**src/rtl/cmf_pkg.sv**
```systemverilog
package cmf_pkg;

    // Register and memory word width
    localparam int CW      = 16;
    // Fill pattern width and its field position in the control word
    localparam int PAT_W   = 3;
    localparam int PAT_LSB = 8;
    // Control bits
    localparam int ARM_BIT = 0;
    localparam int GO_BIT  = 1;

    typedef enum logic [1:0] {
        ST_IDLE,
        ST_WAIT,
        ST_SWEEP,
        ST_LINGER
    } fill_state_e;

    typedef struct packed {
        logic [PAT_W-1:0] pattern;
        logic             go;
        logic             arm;
    } ctrl_fields_t;

    typedef struct packed {
        logic             launch;
        logic             abort;
        logic [PAT_W-1:0] pattern;
    } fill_cmd_t;

    function automatic ctrl_fields_t unpack_ctrl(input logic [CW-1:0] w);
        ctrl_fields_t f;
        f.pattern = w[PAT_LSB +: PAT_W];
        f.go      = w[GO_BIT];
        f.arm     = w[ARM_BIT];
        return f;
    endfunction

    function automatic logic [CW-1:0] pack_ctrl(input ctrl_fields_t f);
        logic [CW-1:0] w;
        w                   = '0;
        w[PAT_LSB +: PAT_W] = f.pattern;
        w[GO_BIT]           = f.go;
        w[ARM_BIT]          = f.arm;
        return w;
    endfunction

    function automatic logic [CW-1:0] fill_word(input logic [PAT_W-1:0] p);
        return {p, {(CW-PAT_W){1'b0}}};
    endfunction

endpackage

```
**src/rtl/cmf_ctrl_reg.sv**
```systemverilog
module cmf_ctrl_reg
    import cmf_pkg::*;
#(
    parameter int REG_AW    = 4,
    parameter int CTRL_ADDR = 0
) (
    input  logic              clk,
    input  logic              rst,
    input  logic              reg_wr,
    input  logic [REG_AW-1:0] reg_addr,
    input  logic [CW-1:0]     reg_wdata,
    input  logic              busy,
    output fill_cmd_t         cmd,
    output logic [CW-1:0]     reg_rdata
);

    logic             sel;
    ctrl_fields_t     wf;
    ctrl_fields_t     rd_f;
    logic             arm_q;
    logic [PAT_W-1:0] pat_q;
    logic             launch;
    logic             abort;

    assign sel = reg_wr && (reg_addr == REG_AW'(CTRL_ADDR));
    assign wf  = unpack_ctrl(reg_wdata);

    // Launch needs ready and start in one write while idle; the start bit
    // reads as 0 when idle, so this write is its 0-to-1 transition.
    assign launch = sel && !busy && wf.arm && wf.go;
    // Clearing either control bit while running stops the run.
    assign abort  = sel && busy && (!wf.go || !wf.arm);

    always_ff @(posedge clk) begin
        if (rst) begin
            arm_q <= 1'b0;
            pat_q <= '0;
        end else if (sel && (!busy || abort)) begin
            arm_q <= wf.arm;
            pat_q <= wf.pattern;
        end
    end

    assign cmd.launch  = launch;
    assign cmd.abort   = abort;
    assign cmd.pattern = pat_q;

    always_comb begin
        rd_f.pattern = pat_q;
        rd_f.go      = busy;
        rd_f.arm     = arm_q;
        reg_rdata    = pack_ctrl(rd_f);
    end

    // Unarmed writes never start a run
    assert_unarmed_no_start_R3: assert property (@(posedge clk) disable iff (rst)
        (sel && !wf.arm && !busy) |=> !busy);

    // Foreign addresses leave the register and the engine alone
    assert_foreign_addr_R4: assert property (@(posedge clk) disable iff (rst)
        (reg_wr && reg_addr != REG_AW'(CTRL_ADDR) && !busy) |=> ($stable(reg_rdata) && !busy));

    // Busy-time writes with both bits set keep the captured pattern
    assert_busy_write_ignored_R9: assert property (@(posedge clk) disable iff (rst)
        (sel && busy && wf.go && wf.arm) |=> $stable(cmd.pattern));

endmodule

```
**src/rtl/cmf_frame_tally.sv**
```systemverilog
module cmf_frame_tally #(
    parameter int RUN_FRAMES = 2
) (
    input  logic clk,
    input  logic rst,
    input  logic clear,
    input  logic count_en,
    input  logic frame_pulse,
    output logic frames_due
);

    localparam int CNT_W = $clog2(RUN_FRAMES + 1);

    logic [CNT_W-1:0] cnt;
    logic [CNT_W:0]   sum;

    assign sum        = {1'b0, cnt} + (CNT_W+1)'(frame_pulse);
    // True when the pulse at this edge (if any) completes the frame budget
    assign frames_due = count_en && (sum >= (CNT_W+1)'(RUN_FRAMES));

    always_ff @(posedge clk) begin
        if (rst || clear) begin
            cnt <= '0;
        end else if (count_en && frame_pulse && cnt != CNT_W'(RUN_FRAMES)) begin
            cnt <= cnt + 1'b1;
        end
    end

    assert_tally_bounded_R7: assert property (@(posedge clk) disable iff (rst)
        cnt <= CNT_W'(RUN_FRAMES));

endmodule

```
**src/rtl/cmf_sweeper.sv**
```systemverilog
module cmf_sweeper
    import cmf_pkg::*;
#(
    parameter int ADDR_W = 11
) (
    input  logic              clk,
    input  logic              rst,
    input  fill_cmd_t         cmd,
    input  logic              frame_pulse,
    input  logic              frames_due,
    output logic              tally_clear,
    output logic              tally_en,
    output logic              cm_we,
    output logic [ADDR_W-1:0] cm_addr,
    output logic [CW-1:0]     cm_wdata,
    output logic              busy
);

    localparam logic [ADDR_W-1:0] LAST_ADDR = {ADDR_W{1'b1}};

    fill_state_e       state;
    logic [ADDR_W-1:0] addr;

    always_ff @(posedge clk) begin
        if (rst) begin
            state <= ST_IDLE;
            addr  <= '0;
        end else if (cmd.abort) begin
            state <= ST_IDLE;
            addr  <= '0;
        end else begin
            case (state)
                ST_IDLE: begin
                    if (cmd.launch) state <= ST_WAIT;
                end
                ST_WAIT: begin
                    addr <= '0;
                    if (frame_pulse) state <= ST_SWEEP;
                end
                ST_SWEEP: begin
                    addr <= addr + 1'b1;
                    if (addr == LAST_ADDR) state <= frames_due ? ST_IDLE : ST_LINGER;
                end
                ST_LINGER: begin
                    if (frames_due) state <= ST_IDLE;
                end
                default: state <= ST_IDLE;
            endcase
        end
    end

    assign tally_clear = (state == ST_WAIT) || (state == ST_IDLE);
    assign tally_en    = (state == ST_SWEEP) || (state == ST_LINGER);
    assign cm_we       = (state == ST_SWEEP);
    assign cm_addr     = addr;
    assign cm_wdata    = fill_word(cmd.pattern);
    assign busy        = (state != ST_IDLE);

    assert_launch_busy_R2: assert property (@(posedge clk) disable iff (rst)
        cmd.launch |=> busy);

    assert_first_write_R5: assert property (@(posedge clk) disable iff (rst)
        $rose(cm_we) |-> (cm_addr == '0 && $past(frame_pulse)));

    assert_addr_step_R6: assert property (@(posedge clk) disable iff (rst)
        (cm_we && $past(cm_we)) |-> (cm_addr == ADDR_W'($past(cm_addr) + 1'b1)));

    assert_abort_halts_R8: assert property (@(posedge clk) disable iff (rst)
        cmd.abort |=> (!cm_we && !busy));

    assert_finish_timing_R7: assert property (@(posedge clk) disable iff (rst)
        ($fell(busy) && !$past(cmd.abort)) |->
            ($past(frame_pulse) || $past(cm_we && cm_addr == LAST_ADDR)));

endmodule

```
**src/rtl/cm_block_fill.sv**
```systemverilog
module cm_block_fill
    import cmf_pkg::*;
#(
    parameter int ADDR_W     = 11,
    parameter int REG_AW     = 4,
    parameter int CTRL_ADDR  = 0,
    parameter int RUN_FRAMES = 2
) (
    input  logic              clk,
    input  logic              rst,
    input  logic              reg_wr,
    input  logic [REG_AW-1:0] reg_addr,
    input  logic [15:0]       reg_wdata,
    output logic [15:0]       reg_rdata,
    input  logic              frame_pulse,
    output logic              cm_we,
    output logic [ADDR_W-1:0] cm_addr,
    output logic [15:0]       cm_wdata,
    output logic              busy
);

    fill_cmd_t cmd;
    logic      tally_clear;
    logic      tally_en;
    logic      frames_due;

    cmf_ctrl_reg #(
        .REG_AW    (REG_AW),
        .CTRL_ADDR (CTRL_ADDR)
    ) u_ctrl (
        .clk       (clk),
        .rst       (rst),
        .reg_wr    (reg_wr),
        .reg_addr  (reg_addr),
        .reg_wdata (reg_wdata),
        .busy      (busy),
        .cmd       (cmd),
        .reg_rdata (reg_rdata)
    );

    cmf_frame_tally #(
        .RUN_FRAMES (RUN_FRAMES)
    ) u_tally (
        .clk         (clk),
        .rst         (rst),
        .clear       (tally_clear),
        .count_en    (tally_en),
        .frame_pulse (frame_pulse),
        .frames_due  (frames_due)
    );

    cmf_sweeper #(
        .ADDR_W (ADDR_W)
    ) u_sweep (
        .clk         (clk),
        .rst         (rst),
        .cmd         (cmd),
        .frame_pulse (frame_pulse),
        .frames_due  (frames_due),
        .tally_clear (tally_clear),
        .tally_en    (tally_en),
        .cm_we       (cm_we),
        .cm_addr     (cm_addr),
        .cm_wdata    (cm_wdata),
        .busy        (busy)
    );

    // Low word bits are always zero whenever the memory is written
    assert_low_bits_zero_R6: assert property (@(posedge clk) disable iff (rst)
        cm_we |-> (cm_wdata[12:0] == '0));

endmodule

```
**config.mk**
```make
export PLATFORM = sky130hd
export DESIGN_NAME = cm_block_fill
export DESIGN_NICKNAME = d
export VERILOG_FILES = /design/src/rtl/cmf_pkg.sv /design/src/rtl/cmf_ctrl_reg.sv /design/src/rtl/cmf_frame_tally.sv /design/src/rtl/cmf_sweeper.sv /design/src/rtl/cm_block_fill.sv
export SDC_FILE = /design/constraint.sdc
export NUM_CORES = 1
export LEC_CHECK = 0
export BUFFER_PORTS_ARGS = -buffer_cell sky130_fd_sc_hd__buf_2
export CAP_MARGIN = 40
export CORE_ASPECT_RATIO = 0.9
export CORE_MARGIN = 2
export CORE_UTILIZATION = 48
export CTS_CLUSTER_SIZE = 16
export DETAILED_ROUTE_END_ITERATION = 10
export GPL_ROUTABILITY_DRIVEN = 1
export HOLD_SLACK_MARGIN = 0.1
export PLACE_DENSITY = 0.9
export SLEW_MARGIN = 20
export SYNTH_ARGS = -nofsm -noshare
export SYNTH_HDL_FRONTEND = slang
export SYNTH_SLANG_ARGS = --single-unit
```
**constraint.sdc**
```tcl
create_clock -name clk -period 3.21 [get_ports clk]
set_clock_uncertainty 0.1 [all_clocks]
set_input_delay 0.321 -clock clk [delete_from_list [all_inputs] [get_ports clk]]
set_output_delay 0.321 -clock clk [all_outputs]
set_load 0.005 [all_outputs]
```
# ---- Word level (Yosys, flattened, before mapping)
# Cells that the tools add are included.
dict set report classes {
  n_div 0
  n_mul 0
  mux 7
  eq_ne 9
  n_reduce_logical 24
  bitwise 0
  magnitude_cmp 1
  shift 0
  addsub 3
}
# cell count
set ops {}
lappend ops {{one-hot mux 11 bit (2 select lines)} 1}
lappend ops {{adder 11 x 1 -> 11 bit (second input constant)} 1}
lappend ops {{== test 11 bit (second input constant)} 1}
lappend ops {{logical AND 1 bit} 10}
lappend ops {{2-to-1 mux 2 bit} 5}
lappend ops {{one-hot mux 2 bit (4 select lines)} 1}
lappend ops {{inequality test 2 bit (second input constant)} 3}
lappend ops {{logical OR 1 bit} 5}
lappend ops {{== test 2 bit (second input constant)} 2}
lappend ops {{zero test 4 bit} 1}
lappend ops {{inequality test 2 x 1 -> 1 bit (second input constant)} 2}
lappend ops {{AND reduction 4 bit} 1}
lappend ops {{nonzero test 2 bit} 2}
lappend ops {{adder 2 x 1 -> 3 bit} 1}
lappend ops {{>= comparator 3 x 2 -> 1 bit (second input constant)} 1}
lappend ops {{zero test 1 bit} 3}
lappend ops {{adder 2 x 1 -> 2 bit (second input constant)} 1}
lappend ops {{== test 2 x 1 -> 1 bit (second input constant)} 1}
lappend ops {{zero test 2 bit} 1}
lappend ops {{OR reduction 2 bit} 1}
dict set report word_totals {
  ramBits 0
  ff_bits 19
  mem_bits_ro 0
  latchBits 0
  word_cells 49
  output_inout_bits 45
  mem_count 0
}

# ---- Logic depth before layout (Yosys ltp)
# Gate-level depths: netlist of the first run.
dict set report logic_depth {
  word_depth 7
  ltp_mapped 7
  ltp_nobuf 6
}

# ---- Cells and area by module
# A second synthesis of the first run with hierarchy kept.
dict set report unflattened {
  cells_unflattened 150
  area_unflattened_um2 1318.8
}
# mod cells_per_inst instances area_per_inst_um2
set modules_own_cells {}
lappend modules_own_cells {cmf_sweeper 94 1 825.8}
lappend modules_own_cells {cmf_ctrl_reg 43 1 366.6}
lappend modules_own_cells {cmf_frame_tally 13 1 126.4}

# ---- Worst setup path after synthesis of the first run
# No wires, ideal clock.
dict set report synth_path {
  path_kind {flip-flop to flip-flop}
  from {register u_sweep.state[0]}
  to {register u_tally.cnt[1]}
  period_less_slack_ns 1.721
  path_buffers 1
  t_arrival_ns 1.533
  stages_incl_launch_ff 8
  path_slack_ns 1.489
  t_required_ns 3.022
  path_cell_list {dfxtp_1 inv_1 ha_1 buf_4 nor2_1 or3_4 mux2_4 nor4_2}
}
dict set report synth_between {
  elab_chain_cells 4
  elab_cells_between_ends 9
  cone_classes {eq/ne: 3; reduce/logical: 6}
}
# item line
set synth_rtl {}
lappend synth_rtl {{start, declared} cmf_sweeper.sv:21} ;# fill_state_e state;
lappend synth_rtl {{start signal, assigned} cmf_sweeper.sv:42} ;# if (addr == LAST_ADDR) state <= frames_due ? ST_IDLE : ST_LINGER;
lappend synth_rtl {{== test 2 bit} -}
lappend synth_rtl {{via cm_we} cm_block_fill.sv:16} ;# output logic cm_we,
lappend synth_rtl {{logical OR 1 bit} cmf_sweeper.sv:53} ;# assign tally_en = (state == ST_SWEEP) || (state == ST_LINGER);
lappend synth_rtl {{logical AND 1 bit (2 in series)} cmf_frame_tally.sv:24} ;# end else if (count_en && frame_pulse && cnt != CNT_W'(RUN_FRAMES)) begin
lappend synth_rtl {{end signal, assigned} cmf_frame_tally.sv:25} ;# cnt <= cnt + 1'b1;
lappend synth_rtl {{end, declared} cmf_frame_tally.sv:14} ;# logic [CNT_W-1:0] cnt;
# The timed path passes the listed nets, and every way through them passes these cells.
# A chain may end at the register's enable or synchronous reset.

# ---- Final worst setup path of the first run
dict set report layout_path {
  from {register u_sweep.state[0]}
  to {register u_sweep.addr[9], in the netlist u_sweep.cm_addr[9]}
}
dict set report layout_between {
  elab_chain_cells 4
  elab_cells_between_ends 8
  cone_classes {eq/ne: 2; mux: 1; reduce/logical: 5}
}
# item line
set layout_rtl {}
lappend layout_rtl {{nonzero test 2 bit} cmf_sweeper.sv:57} ;# assign busy = (state != ST_IDLE);
lappend layout_rtl {{logical AND 1 bit (2 in series)} cmf_ctrl_reg.sv:32} ;# assign abort = sel && busy && (!wf.go || !wf.arm);
lappend layout_rtl {{OR reduction 2 bit (no line)} -}
lappend layout_rtl {{end signal, assigned} cmf_sweeper.sv:41} ;# addr <= addr + 1'b1;
lappend layout_rtl {{end, declared} cmf_sweeper.sv:22} ;# logic [ADDR_W-1:0] addr;
# Parallel ways exist; a longest one is shown, timed or not.

==> results of run 1 <==
-- cells by family (layout without fill, tap and decap cells) --
logic type               after synthesis  in the layout  synth area share (%)
AO/OA/AOI/OAI                         13             13                  10.6
AND/OR/NAND/NOR                       43             43                  19.7
XOR/XNOR                              10             10                  6.92
multiplexers                           5              5                  4.35
other                                  1             24                 0.296
flip-flops                            19             19                  30.1
adder cells (fa/ha/maj)                7              7                  6.92
buffers and inverters                 41             47                  21.2
-- where the power goes --
| group | internal [mW] | switching (mW) | total (mW) | leakage, nW |
|---|---|---|---|---|
| Sequential | 0.248 | 0.0142 | 0.262 | 0.153 |
| Combinational | 0.0674 | 0.0914 | 0.159 | 0.510 |
| Clock | 0.0465 | 0.0762 | 0.123 | 0.0177 |
-- synthesized netlist by cell type --
library cell  instances  area [um^2]
ha_1                  7         87.6
nand4_4               1         21.3
xnor2_1               5         43.8
nand4_1               5         31.3
mux2_4                1         15.0
o21a_1                1         7.51
and4_1                1         8.76
nor3_1                2         10.0
conb_1                1         3.75
o211ai_1              1         7.51
a41o_1                1         10.0
nor4_4                1         21.3
inv_1                10         37.5
and3_1                2         12.5
mux2i_1               4         40.0
nor2_1               17         63.8
buf_4                30          225
a211oi_1              1         7.51
nor4_2                1         12.5
nand3_1               1         5.00
a21oi_1               1         5.00
o21ai_2               1         8.76
a31oi_1               1         6.26
o211a_1               1         10.0
dfxtp_1              19          380
o41ai_4               1         27.5
and3_2                2         15.0
o31ai_1               1         7.51
a41oi_2               1         16.3
xor2_1                5         43.8
nor4_1                1         6.26
or3_4                 1         11.3
a32oi_1               1         8.76
nand2_1               8         30.0
a32o_2                1         11.3
buf_2                 1         5.00
-- routing by layer --
layer | GRT usage [%] | vias up | routed length (um)
met4 | 3.49 | 0 | 10
met5 | 0 | - | 0
met1 | 16.6 | 434 | 906
li1 | - | 480 | -
met2 | 23.9 | 36 | 987
met3 | 4.94 | 2 | 153
-- state kept, by name, summed over array words and instances (netlist names) --
signal	flops
u_ctrl.arm_q	1
u_ctrl.pat_q	3
u_sweep.cm_addr	11
u_sweep.state	2
u_tally.cnt	2
-- worst reg2reg max path, stage by stage, from the launching register on --
cell and delay [ns]:
dfxtp_1 0.42, inv_1 0.10, ha_1 0.44, nand4_1 0.26
nor3_1 0.29, xnor2_1 0.15, nor2_1 0.05
-- worst min path at each step --
| stage | from | endpoint | slack (ns) | cells past startpoint |
|---|---|---|---|---|
| floorplan | rst | u_tally.cnt[1] | 0.29 | 1 |
| global placement | u_ctrl.arm_q | u_ctrl.arm_q | 0.34 | 2 |
| detailed placement | u_ctrl.arm_q | u_ctrl.arm_q | 0.36 | 2 |
| CTS | reg_wdata[9] | u_ctrl.pat_q[1] | 0.14 | 3 |
| global route | reg_wdata[9] | u_ctrl.pat_q[1] | 0.13 | 3 |
| finish | reg_wdata[9] | u_ctrl.pat_q[1] | 0.15 | 3 |
-- cell type report --
class / count / area share [%]
Sequential cell: 19 / 28.2
Tap cell: 28 / 2.60
Clock inverter: 1 / 0.371
Inverter: 10 / 2.78
Timing Repair Buffer: 33 / 12.2
Clock buffer: 3 / 1.67
Multi-Input combinational cell: 102 / 52.1
-- per-stage QoR --
step / hold slack (ns) / setup slack [ns] / power, mW
final: 0.148 / 1.28 / 0.544
after global routing: 0.131 / 1.17 / 0.585
after CTS: 0.142 / 1.28 / 0.550
after detailed placement: 0.358 / 1.31 / 0.427
after global placement: 0.341 / 1.34 / 0.422
after floorplan: 0.293 / 1.49 / 0.408
==> impl_metrics.toml, run 1 <==
[status]
status = "completed"

[placed_design]
io_buffers = 33
postPlaceCellArea_mm2 = 0.00132
hpwlAfterDp_mm = 1.69
gp_congestion = 0.696
dp_cells = 192

[critical_path]
crit_arrival_ns = 2.01
crit_type = "reg -> reg"
crit_start = "u_sweep.state[0]"
rr_endpoint = "u_sweep.cm_addr[9]"
critPathLaunchType = "flop"
cpLargestDelayFamily = "simple AND/OR/NAND/NOR gates"
required_ns = 3.29
r2r_cells = 6
worstPathMaxFanout = 8
r2r_slack_ns = 1.28
path_buf_inv = 1
max_stage_delay_ns = 0.44
cp.depth = 6
cp-endpoint = "u_sweep.cm_addr[9]"
cp_cell_sequence = "inv_1 -> ha_1 -> nand4_1 -> nor3_1 -> xnor2_1 -> nor2_1"
reg2reg_from = "u_sweep.state[0]"
slowest_stage = "ha_1"
crit_path_end_kind = "flop"

[cells_and_area]
final_nets = 200
mostFrequentLayoutCells = "buf_2 (33), conb_1 (24), dfxtp_1 (19), nor2_1 (17), inv_1 (10)"
antenna_cells = 0
drive_gt1_share_pct = 28.6
final_core_util_pct = 54.7
fill_cells = 240
final-instance-count-excl-fill = 196
layout_commonest_cell = "buf_2"
area_growth_pct = 6.63
fin_area_mm2 = 0.00135
seqCellArea_um2 = 380
multi_input_area_um2 = 703

[power]
p_per_area_mw_per_mm2 = 403
leakage_nw = 0.681
ir_drop_uv = 264

[floorplan]
dieArea_mm2 = 0.00306
io_pins = 69
num_rows = 17
die_w_um = 58.1
coreArea_mm2 = 0.00247
die_height_um = 52.7
start_util_pct = 51.3

[timing]
rsz0062_at_grt = "no"
final_hold_viol_count = 0
min_period_over_period_pct = 60.2
max_freq_mhz = 518
finalSetupTns_ns = 0
drv_slew = 0
layout_min_cycle_time_ns = 1.93
setup_viol = 0

[grt]
grt_pass1_wl_mm = 3.28
grt.total_usage_pct = 13.9
overflow = 0
grt_antenna_before_repair = 0
grt_max_degree = 12
grt_pass1_vias = 785

[routing]
wl_per_cell_um = 10.5
ant_nets = 0
drt_iter0_drc = 19
drt_pass1_iterations = 4
vias_per_cell = 4.86
routed_wl_mm = 2.06
drc = 0
route.vias.total = 952

[yosys]
avgSynthCellArea_um2 = 9.10
ys_ff_latch = 19
synth_area_mm2 = 0.00126
syn-instance-count = 139
seq_area_frac_synth_pct = 30.1
ys_warn_count = 0
synth_cell_types = 36

[clock_network]
clock_latency_ns = 0.30
cts_resized = 0
ctsHoldBuffers = 0
clock-sinks = 19
clk_pin_slew_ns = 0.11
clock-root-buffer = "clkbuf_4"
cts.path.max_buffers = 2
cts_buffers = 3
cts_tree = "done"
cts_setup_buffers = 0
ctsHtreeMaxLevel = 1

[hold_path]
hold_class = "in -> reg"

[run]
maxCapViolCount = 0
Note: power is estimated with default switching activity, not from simulation.
==> inputs of run 2 (changes only) <==
- CORE_UTILIZATION: 48 -> 44
- PLACE_DENSITY: 0.9 -> 0.84
- clock period: 3.21 -> 2 ns (I/O delays scaled with it)
==> run 2 against run 1 <==
First-iteration DRC count fell by 42%. Sequential share of layout area fell by 1.9 points. Die area rose by 8.4%. Setup slack got worse by 1.0 ns. Utilization fell by 2.1 points. Critical path depth rose by 1. Maximum frequency rose by 11%. Worst hold slack improved by 0.013 ns. Critical path type unchanged.
==> impl_metrics.toml, run 2 (synthesis results as in run 1) <==
[critical_path]
crit_path_frequent_cell = "nor2_1"
cp_cell_sequence = "inv_1 -> ha_1 -> nand4_1 -> buf_4 -> nor2_1 -> xnor2_1 -> nor2_1"
crit_arrival_ns = 1.82
reg2reg_from = "u_sweep.state[0]"
cpLargestDelayFamily = "flip-flops"
crit_path_end_kind = "flop"
worstPathMaxFanout = 6
path_buf_inv = 2
slowest_stage = "dfxtp_1"
critPathLaunchType = "flop"
r2r_slack_ns = 0.25
max_stage_delay_ns = 0.40
required_ns = 2.08
rr_endpoint = "u_sweep.cm_addr[7]"
crit_type = "reg -> reg"
r2r_cells = 7

[timing]
drv_slew = 0
whs_ns = 0.161
final_hold_viol_count = 0
finalSetupTns_ns = 0
max_freq_mhz = 573
rsz0062_at_grt = "no"
min_period_over_period_pct = 87.3
setup_viol = 0
layout_min_cycle_time_ns = 1.75

[clock_network]
clock-sinks = 19
cts_resized = 0
clk_pin_slew_ns = 0.11
clock_latency_ns = 0.29
clock-root-buffer = "clkbuf_4"
ctsHtreeMaxLevel = 1
cts.path.max_buffers = 2
cts_tree = "done"
cts_buffers = 3

[floorplan]
num_rows = 18
die_height_um = 54.9
die_w_um = 60.5
io_pins = 69
start_util_pct = 46.0
coreArea_mm2 = 0.00275
dieArea_mm2 = 0.00332

[cells_and_area]
mostFrequentLayoutCells = "buf_2 (33), conb_1 (24), dfxtp_1 (19), nor2_1 (17), inv_1 (10)"
area_growth_pct = 14.1
antenna_cells = 0
fin_area_mm2 = 0.00144
final_nets = 209
layout_commonest_cell = "buf_2"
drive_gt1_share_pct = 29.4
largest_reg_flops = 11

[routing]
drc = 0
route.vias.total = 962
vias_per_cell = 4.43
drt_pass1_iterations = 4
drt_iter0_drc = 11
routed_wl_mm = 2.21
wl_per_cell_um = 10.2
ant_nets = 0

[grt]
overflow = 0
grt.total_usage_pct = 13.7
grt_pass1_vias = 742
grt_antenna_before_repair = 0
grt_max_degree = 12
grt_pass1_wl_mm = 3.27

[placed_design]
postPlaceCellArea_mm2 = 0.00137
hpwlAfterDp_mm = 1.71
io_buffers = 33
gp_congestion = 0.761

[hold_path]
hold_path.startpoint = "reg_wr"
hold_class = "in -> reg"
holdPathEnd = "u_ctrl.arm_q"
holdPathStages = 4

[power]
p_per_area_mw_per_mm2 = 616
ir_drop_uv = 257
leakage_nw = 0.721

[run]
maxCapViolCount = 0

[status]
status = "completed"
[run 2: cell types whose count changed in the layout (fill, tap and decap cells not counted), sizes merged]
cell	before	now
buf	33	37
dlygate4sd3	0	5
[run 2: per-layer routing]
layer | vias up | GRT usage, % | part of all wire (%)
met4 | 0 | 6.52 | 1.6
met5 | - | 0 | 0
met3 | 5 | 4.26 | 5.6
met1 | 429 | 16.6 | 45
met2 | 33 | 22.1 | 48
li1 | 495 | - | -
[run 2: worst max path at each step]
| stage | endpoint | slack, ns | start | cells past startpoint |
|---|---|---|---|---|
| 2_1_floorplan | u_tally.cnt[1] | 0.28 | u_sweep.state[0] | 7 |
| 3_3_place_gp | u_sweep.state[1] | 0.29 | u_sweep.state[0] | 6 |
| 3_5_place_dp | u_sweep.state[1] | 0.27 | u_sweep.state[0] | 6 |
| 4_1_cts | u_sweep.cm_addr[7] | 0.24 | u_sweep.state[0] | 7 |
| 5_1_grt | u_sweep.cm_addr[5] | 0.08 | u_sweep.state[0] | 7 |
| 6_report | u_sweep.cm_addr[7] | 0.25 | u_sweep.state[0] | 7 |
[run 2: worst reg2reg max path, stage by stage (launching register included)]
cell,delay (ns)
dfxtp_1,0.40
inv_1,0.10
ha_1,0.40
nand4_1,0.15
buf_4,0.18
nor2_1,0.12
xnor2_1,0.13
nor2_1,0.06
[run 2: power by group]
| part | internal [mW] | switching, mW | leakage [nW] |
|---|---|---|---|
| registers | 0.398 | 0.0219 | 0.153 |
| logic | 0.125 | 0.155 | 0.550 |
| clock network | 0.0745 | 0.115 | 0.0177 |
| total | 0.598 | 0.292 | 0.721 |
[run 2: final cells by class]
type,count,area [um^2]
Inverter,10,37.5
Timing Repair Buffer,42,245
Clock inverter,1,5.00
Tap cell,40,50.0
Multi-Input combinational cell,102,703
Sequential cell,19,380
Clock buffer,3,22.5
Fill cell,261,1300
[run 2: what timing repair did]
item / CTS / global route
hold buffers: 5 / 0
setup buffers: 0 / 0
endpoints found under the setup margin: 0 / 0
hold endpoints to repair: 6 / 0
[run 2: per-stage QoR]
step	setup WS [ns]	instances	utilization, %	power [mW]
6_report	0.253	217	52.6	0.889
5_1_grt	0.0846	217	52.6	0.965
3_5_place_dp	0.269	208	49.7	0.700
2_1_floorplan	0.279	162	-	0.655
3_3_place_gp	0.294	208	49.7	0.693
4_1_cts	0.243	217	52.6	0.898
